$ cat src/rtl/sar_pkg.sv
package sar_pkg;
   localparam int unsigned SAR_RES_W  = 8;
   localparam int unsigned SAR_DIV_W  = 5;
   localparam int unsigned SAR_MODE_W = 3;

   typedef enum logic [1:0] {
      SRC_SOFT  = 2'b00,
      SRC_TMR_A = 2'b01,
      SRC_EXT   = 2'b10,
      SRC_TMR_B = 2'b11
   } sar_src_e;
endpackage

$ cat src/rtl/sar_trig_sel.sv
module sar_trig_sel #(
   parameter int unsigned MODE_W = sar_pkg::SAR_MODE_W,
   parameter int unsigned SYNC_N = 2
) (
   input  logic              clk,
   input  logic              rst_n,
   input  logic [MODE_W-1:0] mode,
   input  logic              sw_start,
   input  logic              tmr_a_ovf,
   input  logic              ext_start,
   input  logic              tmr_b_ovf,
   input  logic              peer_start,
   output logic              trig
);
   import sar_pkg::*;

   localparam int unsigned CHAIN_W = SYNC_N + 1;

   if (MODE_W != 3) begin : g_bad_mode
      $error("sar_trig_sel: MODE_W must be 3");
   end
   if (SYNC_N < 2) begin : g_bad_sync
      $error("sar_trig_sel: SYNC_N must be at least 2");
   end

   // synchronizer stages followed by one history flop for edge detect
   logic [CHAIN_W-1:0] chain;
   logic               ext_rise;

   always_ff @(posedge clk or negedge rst_n) begin
      if (!rst_n) chain <= '0;
      else        chain <= {chain[CHAIN_W-2:0], ext_start};
   end

   assign ext_rise = chain[SYNC_N-1] & ~chain[SYNC_N];

   always_comb begin
      if (mode[MODE_W-1]) begin
         trig = peer_start;
      end else begin
         unique case (sar_src_e'(mode[1:0]))
            SRC_SOFT:  trig = sw_start;
            SRC_TMR_A: trig = tmr_a_ovf;
            SRC_EXT:   trig = ext_rise;
            SRC_TMR_B: trig = tmr_b_ovf;
            default:   trig = 1'b0;
         endcase
      end
   end
endmodule

$ cat src/rtl/sar_search.sv
module sar_search #(
   parameter int unsigned RES_W = sar_pkg::SAR_RES_W,
   parameter int unsigned DIV_W = sar_pkg::SAR_DIV_W
) (
   input  logic             clk,
   input  logic             rst_n,
   input  logic             enable,
   input  logic             start,
   input  logic [DIV_W-1:0] clk_sel,
   input  logic             cmp_in,
   output logic             busy,
   output logic [RES_W-1:0] trial,
   output logic             fin,
   output logic [RES_W-1:0] final_code
);
   localparam logic [RES_W-1:0] MSB_ONLY = {1'b1, {(RES_W-1){1'b0}}};

   if (RES_W < 2) begin : g_bad_res
      $error("sar_search: RES_W must be at least 2");
   end
   if (DIV_W < 1) begin : g_bad_div
      $error("sar_search: DIV_W must be at least 1");
   end

   logic [RES_W-1:0] code;
   logic [RES_W-1:0] mask;
   logic [DIV_W-1:0] div_cnt;
   logic [DIV_W-1:0] div_lim;
   logic             step_end;
   logic [RES_W-1:0] decided;

   assign step_end   = busy & enable & (div_cnt == div_lim);
   assign decided    = cmp_in ? code : (code & ~mask);
   assign fin        = step_end & mask[0];
   assign final_code = decided;
   assign trial      = code;

   always_ff @(posedge clk or negedge rst_n) begin
      if (!rst_n) begin
         busy    <= 1'b0;
         code    <= '0;
         mask    <= '0;
         div_cnt <= '0;
         div_lim <= '0;
      end else if (!busy) begin
         if (enable && start) begin
            busy    <= 1'b1;
            code    <= MSB_ONLY;
            mask    <= MSB_ONLY;
            div_cnt <= '0;
            div_lim <= clk_sel;
         end
      end else if (!enable) begin
         busy    <= 1'b0;
         mask    <= '0;
         div_cnt <= '0;
      end else if (step_end) begin
         div_cnt <= '0;
         mask    <= mask >> 1;
         if (mask[0]) begin
            busy <= 1'b0;
            code <= decided;
         end else begin
            code <= decided | (mask >> 1);
         end
      end else begin
         div_cnt <= div_cnt + 1'b1;
      end
   end

   a_r3_msb_first : assert property (@(posedge clk) disable iff (!rst_n)
      $rose(busy) |-> (trial == MSB_ONLY));
   a_r3_one_bit_under_test : assert property (@(posedge clk) disable iff (!rst_n)
      busy |-> ($countones(mask) == 1));
   a_r4_divider_bound : assert property (@(posedge clk) disable iff (!rst_n)
      busy |-> (div_cnt <= div_lim));
   a_r2_shutdown_idle : assert property (@(posedge clk) disable iff (!rst_n)
      !enable |=> !busy);
endmodule

$ cat src/rtl/sar_window.sv
module sar_window #(
   parameter int unsigned RES_W = sar_pkg::SAR_RES_W
) (
   input  logic             clk,
   input  logic             rst_n,
   input  logic             fin,
   input  logic [RES_W-1:0] code,
   input  logic [RES_W-1:0] lim_lo,
   input  logic [RES_W-1:0] lim_hi,
   input  logic             clr,
   output logic             flag
);
   logic above_lo;
   logic below_hi;
   logic hit;

   assign above_lo = (code >= lim_lo);
   assign below_hi = (code <= lim_hi);
   // ordered limits test the inside, swapped limits test the outside
   assign hit = (lim_lo <= lim_hi) ? (above_lo & below_hi) : (above_lo | below_hi);

   always_ff @(posedge clk or negedge rst_n) begin
      if (!rst_n)         flag <= 1'b0;
      else if (fin & hit) flag <= 1'b1;
      else if (clr)       flag <= 1'b0;
   end

   a_r12_hit_sets_flag : assert property (@(posedge clk) disable iff (!rst_n)
      (fin && hit) |=> flag);
   a_r12_flag_sticky : assert property (@(posedge clk) disable iff (!rst_n)
      (flag && !clr) |=> flag);
endmodule

$ cat src/rtl/sar_conv_ctrl.sv
module sar_conv_ctrl #(
   parameter int unsigned RES_W  = sar_pkg::SAR_RES_W,
   parameter int unsigned DIV_W  = sar_pkg::SAR_DIV_W,
   parameter int unsigned MODE_W = sar_pkg::SAR_MODE_W,
   parameter int unsigned SYNC_N = 2
) (
   input  logic              clk,
   input  logic              rst_n,
   input  logic              enable,
   input  logic [MODE_W-1:0] start_mode,
   input  logic [DIV_W-1:0]  clk_sel,
   input  logic [RES_W-1:0]  lim_lo,
   input  logic [RES_W-1:0]  lim_hi,
   input  logic              sw_start,
   input  logic              tmr_a_ovf,
   input  logic              ext_start,
   input  logic              tmr_b_ovf,
   input  logic              peer_start,
   input  logic              done_clr,
   input  logic              win_clr,
   input  logic              cmp_in,
   output logic [RES_W-1:0]  trial_code,
   output logic              busy,
   output logic [RES_W-1:0]  result,
   output logic              done_flag,
   output logic              win_flag
);
   logic             trig;
   logic             fin;
   logic [RES_W-1:0] final_code;

   sar_trig_sel #(.MODE_W(MODE_W), .SYNC_N(SYNC_N)) u_trig (
      .clk        (clk),
      .rst_n      (rst_n),
      .mode       (start_mode),
      .sw_start   (sw_start),
      .tmr_a_ovf  (tmr_a_ovf),
      .ext_start  (ext_start),
      .tmr_b_ovf  (tmr_b_ovf),
      .peer_start (peer_start),
      .trig       (trig)
   );

   sar_search #(.RES_W(RES_W), .DIV_W(DIV_W)) u_search (
      .clk        (clk),
      .rst_n      (rst_n),
      .enable     (enable),
      .start      (trig),
      .clk_sel    (clk_sel),
      .cmp_in     (cmp_in),
      .busy       (busy),
      .trial      (trial_code),
      .fin        (fin),
      .final_code (final_code)
   );

   sar_window #(.RES_W(RES_W)) u_window (
      .clk    (clk),
      .rst_n  (rst_n),
      .fin    (fin),
      .code   (final_code),
      .lim_lo (lim_lo),
      .lim_hi (lim_hi),
      .clr    (win_clr),
      .flag   (win_flag)
   );

   always_ff @(posedge clk or negedge rst_n) begin
      if (!rst_n) begin
         result    <= '0;
         done_flag <= 1'b0;
      end else begin
         if (fin) result <= final_code;
         if (fin)           done_flag <= 1'b1;
         else if (done_clr) done_flag <= 1'b0;
      end
   end

   a_r10_result_held : assert property (@(posedge clk) disable iff (!rst_n)
      busy |-> $stable(result));
   a_r11_done_on_finish : assert property (@(posedge clk) disable iff (!rst_n)
      $fell(busy) && $past(enable) |-> done_flag);
   a_r11_done_sticky : assert property (@(posedge clk) disable iff (!rst_n)
      (done_flag && !done_clr) |=> done_flag);
endmodule

$ cat config.mk
export PLATFORM = sky130hd
export DESIGN_NAME = sar_conv_ctrl
export DESIGN_NICKNAME = d
export VERILOG_FILES = /design/src/rtl/sar_pkg.sv /design/src/rtl/sar_trig_sel.sv /design/src/rtl/sar_search.sv /design/src/rtl/sar_window.sv /design/src/rtl/sar_conv_ctrl.sv
export SDC_FILE = /design/constraint.sdc
export NUM_CORES = 1
export LEC_CHECK = 0
export ABC_AREA = 1
export BUFFER_PORTS_ARGS = -buffer_cell sky130_fd_sc_hd__buf_2
export CAP_MARGIN = 20
export CORE_MARGIN = 5
export CORE_UTILIZATION = 40
export DETAILED_ROUTE_END_ITERATION = 7
export PLACE_DENSITY_LB_ADDON = 0.12
export SLEW_MARGIN = 30
export SYNTH_ARGS = -nofsm -noshare
export SYNTH_HDL_FRONTEND = slang
export SYNTH_SLANG_ARGS = --single-unit
$ cat constraint.sdc
create_clock -name clk -period 1.9 [get_ports clk]
set_input_delay 0.19 -clock clk [delete_from_list [all_inputs] [get_ports clk]]
set_output_delay 0.19 -clock clk [all_outputs]
set_load 0.03 [all_outputs]
**Word level (Yosys, flattened, before mapping)**

Index checks and enable logic that the tools add are counted.
W data, S select, Z words.

- Flip-flop bits (word level): 40
- Latch bits: 0
- Bits in writable memories: 0
- Memory bits (read-only): 0
- Output and inout port bits: 19
- Logic and storage cells: 65
- Memories: 0

- Add/subtract/negate cells: 1
- $mul: 0
- Div/mod/pow operators: 0
- Magnitude comparators: 3
- Equal/unequal tests: 7
- Shift-type cells: 0
- Multiplexer cells: 25
- Bitwise logic cells: 12
- Reductions and logical operators: 8

Operators with widths:

| operator | count |
|---|---|
| $mux W8 | 9 |
| $mux W5 | 4 |
| $le A8 B8 Y1 | 2 |
| $mux W1 | 11 |
| $and A8 B8 Y8 | 1 |
| $ge A8 B8 Y1 | 1 |
| $not A8 Y8 | 1 |
| $or A8 B7 Y8 | 1 |
| $and A1 B1 Y1 | 6 |
| $reduce_bool A2 Y1 | 3 |
| $add A5 B1 Y5 const B | 1 |
| $eq A5 B5 Y1 | 1 |
| $eq A2 B2 Y1 const B | 2 |
| $ne A2 B2 Y1 const B | 2 |
| $pmux W1 S4 | 1 |
| $reduce_and A2 Y1 | 2 |
| $ne A3 B3 Y1 const B | 1 |
| $reduce_and A3 Y1 | 1 |
| $eq A2 B1 Y1 const B | 1 |
| $logic_not A2 Y1 | 1 |
| $not A1 Y1 | 2 |
| $logic_and A1 B1 Y1 | 1 |
| $or A1 B1 Y1 | 1 |

**Depth between registers and ports, before layout**

Gate-level depths: netlist of the first run.

- Depth after elaboration: 8
- Gate-level depth with buffers: 16

**Cells and area by module**

Synthesis of the first run repeated with hierarchy kept, for this count alone.

- Cell total of the unflattened synthesis: 335
- Area, all modules: 2511.2 um2

Modules (own cells, without submodules):

| module | instances | cells each | area an instance (um2) | seq. area each (um2) |
|---|---|---|---|---|
| sar_search | 1 | 175 | 1367.6 | 675.6 |
| sar_window | 1 | 106 | 674.4 | 25.0 |
| sar_conv_ctrl | 1 | 38 | 341.6 | 225.2 |
| sar_trig_sel | 1 | 16 | 127.6 | 75.1 |

**Worst setup path after synthesis of the first run**

No wires, ideal clock.

- Kind: register to register
- Start: register u_search.code[1] (netlist: u_search.trial[1])
- End: register u_window.flag
- Arrival: 1.628 ns
- Required time: 1.783 ns
- Path slack: 0.155 ns
- Stages on the path, launching flop included: 14
- Cell sequence: dfrtp_1 -> inv_1 -> a21oi_1 -> ha_1 -> nand2_1 -> nand3_1 -> nand2_1 -> nand2_1 -> nand2_1 -> nand2_1 -> nor2_1 -> nor2_1 -> nand2_1 -> nand2_1

- Longest elaborated chain between the ends: 7
- Elaborated cells between the ends (all ways): 10

RTL lines:

| element | line | RTL |
|---|---|---|
| start: declaration | sar_search.sv:25 | `logic [RES_W-1:0] code;` |
| start signal: assignment | sar_search.sv:62 | `code <= decided;` |
| start signal: assignment | sar_search.sv:64 | `code <= decided \| (mask >> 1);` |
| $and A8 B8 Y8 | sar_search.sv:33 | `assign decided = cmp_in ? code : (code & ~mask);` |
| $mux W8 * | sar_search.sv:33 |  |
| net final_code[1] | sar_conv_ctrl.sv:30 | `logic [RES_W-1:0] final_code;` |
| $ge A8 B8 Y1 / $le A8 B8 Y1 (equally long branches) | sar_window.sv:17, sar_window.sv:18 |  |
| $or A1 B1 Y1 / $and A1 B1 Y1 (equally long branches) | sar_window.sv:20 | `assign hit = (lim_lo <= lim_hi) ? (above_lo & below_hi) : (above_lo \| below_hi);` |
| $mux W1 * | sar_window.sv:20 |  |
| $and A1 B1 Y1 * | sar_window.sv:24 | `else if (fin & hit) flag <= 1'b1;` |
| $mux W1 / $reduce_bool A2 Y1 (equally long branches) | - |  |
| end signal: assignment | sar_window.sv:23 | `if (!rst_n) flag <= 1'b0;` |
| end signal: assignment | sar_window.sv:24 |  |
| end signal: assignment | sar_window.sv:25 | `else if (clr) flag <= 1'b0;` |
| end: declaration | sar_window.sv:11 | `output logic flag` |

The timed path passes the listed nets; every way through them passes the cells marked *.
A chain may end at the register's enable or synchronous reset.

**Worst setup path after layout of the first run**

- Start: register u_search.mask[7]
- End: register u_window.flag

- Longest elaborated chain between the ends: 8
- Elaborated cells between the ends (all ways): 11

RTL lines:

| element | line | RTL |
|---|---|---|
| start: declaration | sar_search.sv:26 | `logic [RES_W-1:0] mask;` |
| start signal: assignment | sar_search.sv:59 | `mask <= mask >> 1;` |
| $not A8 Y8 * | sar_search.sv:33 |  |
| $and A8 B8 Y8 * | sar_search.sv:33 |  |
| $mux W8 * | sar_search.sv:33 |  |
| net final_code[7] | sar_conv_ctrl.sv:30 |  |
| $ge A8 B8 Y1 / $le A8 B8 Y1 (equally long branches) | sar_window.sv:17, sar_window.sv:18 |  |
| $or A1 B1 Y1 / $and A1 B1 Y1 (equally long branches) | sar_window.sv:20 |  |
| $mux W1 * | sar_window.sv:20 |  |
| $and A1 B1 Y1 * | sar_window.sv:24 |  |
| $mux W1 / $reduce_bool A2 Y1 (equally long branches) | - |  |

Marks and branches as above.

==> impl_metrics.ini, run 1 <==
[run_status]
status = completed

[synthesis]
synthTopCellsByArea = dfrtp_1, nand2_1, ha_1
synth_cell_type_count = 25
yosysWarningCount = 0
synth_area_per_cell_um2 = 8.11
synthesis.area_mm2 = 0.00242
synth_edf_count = 0
synth_top_area_share_pct = 41.3
mappedNetlistNets = 359
synth.top_cells.by_count = nand2_1, inv_1, dfrtp_1
synth_top_flop_cell = dfrtp_1
synth_most_common_cell = nand2_1
ys_seq_area_share_pct = 41.3
synthArstFlopShare_pct = 100
netlist_instances = 299
synth_seq_cells = 40
synth_top_area_cell = dfrtp_1

[clock_network]
numCtsBuffers = 5
h-tree-depth = 2
cts_sinks = 40
ctsLongestPathBuffers = 2
clk_pin_slew_worst_paths_ns = 0.08
clockRootBuffer = clkbuf_8
clk_latency_ns = 0.28
cts_tree = yes
post_cts_buffers = 0

[drt]
viasPerCell = 4.66
wl_per_cell_um = 12.2
remaining_drc_errors = 0
initialDrtViolationCount = 64
postRouteAntennaNets = 0
drt_first_pass_iters = 4
dr_total_vias = 2065
wirelength_um = 5430

[finish]
finalInstanceArea_mm2 = 0.00296
n_antenna_cell = 0
instances_no_fill = 443
areaGrowthSynthToFinish_pct = 21.9
fin_util_pct = 49.9
multi_input_area_mm2 = 0.00121
nets = 427
seq_area_mm2 = 0.00100
drive_gt1_share_pct = 25.3
fillCellCount = 591

[setup_path]
worst-setup-path-type = register to register
cp.arrival_ns = 1.92
worstPathMaxFanout = 4
crit_chain = a21oi_2 > ha_1 > nand2_1 > inv_1 > nor2_1 > o21a_1 > nand2_1 > nor2_1 > nor2_1 > nand2_1 > nand2_1
slowest_delay_ns = 0.45
critPathSlowestCell = dfrtp_1
worst_setup_path_end_kind = register
r2r_cells = 11
path_common_cell = nand2_1
worst-path-buf-inv = 1
critPathLaunchType = register
cp_num_cells = 11
critical_path.top_delay_family = simple AND/OR/NAND/NOR gates
critPathRequiredTime_ns = 2.08

[floorplan]
initial_utilization_pct = 41.0
io_pins = 54
die_area_mm2 = 0.00772
die_y_um = 87.9
fp.coreArea_mm2 = 0.00592
dieWidth_um = 87.9
fp-row-count = 28

[sta]
tightest_slew_ns = 0.493
final_max_slew_viol_count = 0
holdWs_ns = 0.103
finClkSkew_ns = 0.00733
final-hold-violation-count = 0
fin_crit_sh_pct = 91.2
timing.fmax_mhz = 577
slew_headroom_pct = 67.1
finalSetupTns_ns = 0
setup_violations = 0
min_period_ns = 1.73
setup_ws_ns = 0.167

[placement]
place_ws_ns = 0.0748
gp_congestion = 0.820
portBuffers = 53
dpl_cell_area_mm2 = 0.00283
dp.cells = 433
hpwl_um = 4310

[global_route]
grtUsageTotal_pct = 15.3
grt_max_degree = 23
overflow = 0
grt_first_pass_wirelength_um = 9340
antenna_found_initial = 0
grt_pass1_vias = 2048

[power]
max-vdd-ir-drop_mv = 0.498
power.leakage_nw = 1.66
power_density_mw_per_mm2 = 695
power_mw = 2.05

[min_path]
min_path_type = input port to register
hold_depth = 2

[job]
drv_cap = 0
==> where the power goes <==
| group | leakage [nW] | switching (mW) | internal, mW | total (mW) |
|---|---|---|---|---|
| sequential | 0.537 | 0.0485 | 0.914 | 0.963 |
| combinational | 1.07 | 0.330 | 0.186 | 0.516 |
| clock | 0.0510 | 0.284 | 0.290 | 0.574 |
| total | 1.66 | 0.663 | 1.39 | 2.05 |
==> path summary, 6_finish.rpt <==
check                                 start                  end  slack (ns)
max in group asynchronous             rst_n  u_search.div_cnt[1]        0.93
min in group asynchronous             rst_n            result[6]        0.40
setup / recovery           u_search.mask[7]        u_window.flag        0.17
setup reg to reg           u_search.mask[7]        u_window.flag        0.17
hold reg to reg             u_trig.chain[0]      u_trig.chain[1]        0.37
hold / removal                     done_clr            done_flag        0.10
==> worst register-to-register path, cell delays in order (launching register included) <==
cell,delay (ns)
dfrtp_1,0.45
a21oi_2,0.27
ha_1,0.29
nand2_1,0.07
inv_1,0.03
nor2_1,0.08
o21a_1,0.13
nand2_1,0.06
nor2_1,0.10
nor2_1,0.04
nand2_1,0.06
nand2_1,0.05
==> state kept, by name, summed over array words and instances, names as in the netlist <==
name              count
result                8
u_search.mask         8
u_search.trial        8
u_search.div_cnt      5
u_search.div_lim      5
u_trig.chain          3
done_flag             1
u_search.busy         1
u_window.flag         1
==> cells in the final DEF (no fill, tap or decap), drive strengths merged <==
cell          n
nand2        90
buf          61
inv          53
dfrtp        40
ha           25
a21oi        25
o21ai        21
o22ai        13
nor2         12
clkbuf        6
nand3         6
clkinv        4
nand4         3
o21a          3
xor2          2
dlygate4sd3   2
xnor2         1
a21o          1
==> cell type report <==
| cell class | instances | area share, % |
|---|---|---|
| multi-input combinational | 202 | 41.0 |
| sequential | 40 | 33.9 |
| timing repair buffer | 63 | 11.7 |
| inverter | 55 | 7.15 |
| tap | 75 | 3.18 |
| clock buffer | 6 | 2.79 |
| clock inverter | 2 | 0.339 |
==> timing repair <==
item                                   CTS  global route
gates resized for setup                  0             4
setup endpoints to repair                0             1
endpoints found under the hold margin   21             0
hold buffers                             2             0
==> metal layers <==
metal	up-vias	GRT usage (%)	wire length, um
li1	1095	-	-
met1	923	22.1	2710
met2	45	23.9	2400
met3	2	3.01	295
met4	0	2.93	17
met5	-	0	0
==> logic make-up (layout without fill, tap and decap cells) <==
logic type	after synthesis	count (layout)	share of synthesized area (%)
AOI/OAI and AO/OA	63	63	15.8
adders and majority gates	25	25	12.9
and+or+nand+nor	111	111	19.6
buffers and inverters	57	126	9.39
DFF	40	40	41.3
xor gates and xnor gates	3	3	1.08
(Power assumes the default switching activity.)
==> inputs of run 2 (changes only) <==
CORE_UTILIZATION = 41   (was 40)
==> impl_metrics.ini, run 2 (synthesis gave the netlist of run 1 again) <==
[setup_path]
worstPathMaxFanout = 4
r2r_start = u_search.mask[0]
cp.arrival_ns = 1.91
r2r_end = u_window.flag
crit_chain = a21oi_1 > inv_1 > ha_1 > nand2_1 > nand3_1 > nand2_1 > nand2_1 > nand2_1 > nand2_1 > nor2_1 > nor2_1 > nand2_1 > nand2_1
r2r_cells = 13
critPathRequiredTime_ns = 2.09
worst-setup-path-type = register to register
path_common_cell = nand2_1
regToRegSetupSlack_ns = 0.19
worst-path-buf-inv = 1
critical_path.top_delay_family = simple AND/OR/NAND/NOR gates
worst_setup_path_end_kind = register
critPathLaunchType = register
slowest_delay_ns = 0.42
critPathSlowestCell = dfrtp_1

[finish]
instances_no_fill = 438
n_antenna_cell = 0
areaGrowthSynthToFinish_pct = 20.8
final_cell_mix = nand2_1, buf_2, inv_1, dfrtp_1, ha_1
drive_gt1_share_pct = 24.2
final_common_cell = nand2_1
fin_util_pct = 50.1
nets = 422

[sta]
timing.fmax_mhz = 583
slew_headroom_pct = 65.9
final-hold-violation-count = 0
min_period_ns = 1.71
rsz0062_at_grt = no
tightest_slew_ns = 0.511
finClkSkew_ns = 0.0104
finalSetupTns_ns = 0
fin_crit_sh_pct = 90.2
setup_ws_ns = 0.186
setup_violations = 0
holdWs_ns = 0.0850
final_max_slew_viol_count = 0

[placement]
hpwl_um = 4140
place_ws_ns = 0.0945
gp_congestion = 0.845
dp.cells = 428
portBuffers = 53

[global_route]
grt_max_degree = 41
grt_first_pass_wirelength_um = 9020
overflow = 0
grtUsageTotal_pct = 15.3
antenna_found_initial = 0
grt_pass1_vias = 1947

[power]
power.leakage_nw = 1.63
p_sw_share_pct = 33.1
comb_power_share_pct = 24.2
power.switching_mw = 0.689
max-vdd-ir-drop_mv = 0.298
seqPwrFrac_pct = 46.3
internal_power_mw = 1.39
power_frac_clock_pct = 29.5
power_density_mw_per_mm2 = 709

[drt]
wl_per_cell_um = 12.3
viasPerCell = 4.70
postRouteAntennaNets = 0
dr_total_vias = 2060
wirelength_um = 5400
drt_first_pass_iters = 4
remaining_drc_errors = 0
initialDrtViolationCount = 77

[clock_network]
h-tree-depth = 2
cts_sinks = 40
clk_latency_ns = 0.30
ctsLongestPathBuffers = 2
clockRootBuffer = clkbuf_8
cts_tree = yes
post_cts_buffers = 0
numCtsBuffers = 5
clk_pin_slew_worst_paths_ns = 0.09

[floorplan]
die_y_um = 86.9
fp.coreArea_mm2 = 0.00585
dieWidth_um = 86.9
io_pins = 54
initial_utilization_pct = 41.4
die_area_mm2 = 0.00755
fp-row-count = 28

[min_path]
hold_end = done_flag
hold_depth = 2
hp-start = done_clr
min_path_type = input port to register

[run_status]
status = completed

[job]
drv_cap = 0
==> run 2: final cells by class <==
type	count	area, um2
fill	580	2920
timing repair buffer	58	308
sequential	40	1000
inverter	55	211
clock buffer	6	82.6
multi-input combinational	202	1220
tap	75	93.8
clock inverter	2	15.0
==> run 2: per-layer routing <==
layer  GRT usage [%]  up-vias  share of wire (%)
met5               0        -                  0
met2            23.2       46                 43
met3            4.54        6                7.4
met1            21.4      920                 48
met4            4.25        0                1.2
li1                -     1088                  -
==> run 2: how the worst max path moves through the flow <==
stage | from | to | slack (ns) | cells past startpoint
floorplan | u_search.trial[1] | u_window.flag | 0.16 | 13
global placement | u_search.mask[5] | u_window.flag | 0.11 | 11
detailed placement | u_search.mask[5] | u_window.flag | 0.09 | 11
CTS | u_search.mask[5] | u_window.flag | 0.06 | 11
global route | u_search.mask[3] | u_window.flag | 0.02 | 13
finish | u_search.mask[0] | u_window.flag | 0.19 | 13
==> run 2: power by group through the flow <==
stage	clock network, mW	registers [mW]	logic [mW]
6_report	0.613	0.961	0.504
3_5_place_dp	0	0.976	0.501
5_1_grt	0.688	0.970	0.580
4_1_cts	0.639	0.959	0.508
3_3_place_gp	0	0.975	0.496
2_1_floorplan	0	0.999	0.334
==> run 2: per-stage QoR <==
stage / instance area [um2] / total power [mW]
3_5_place_dp: 2790 / 1.48
3_3_place_gp: 2790 / 1.47
2_1_floorplan: 2420 / 1.33
4_1_cts: 2910 / 2.11
5_1_grt: 2930 / 2.24
6_report: 2930 / 2.08
==> run 2: repair_timing <==
action | 4_1_cts | 5_1_grt
endpoints found under the hold margin | 41 | 0
resized for setup | 0 | 5
setup endpoints to repair | 0 | 1
hold buffers | 2 | 0
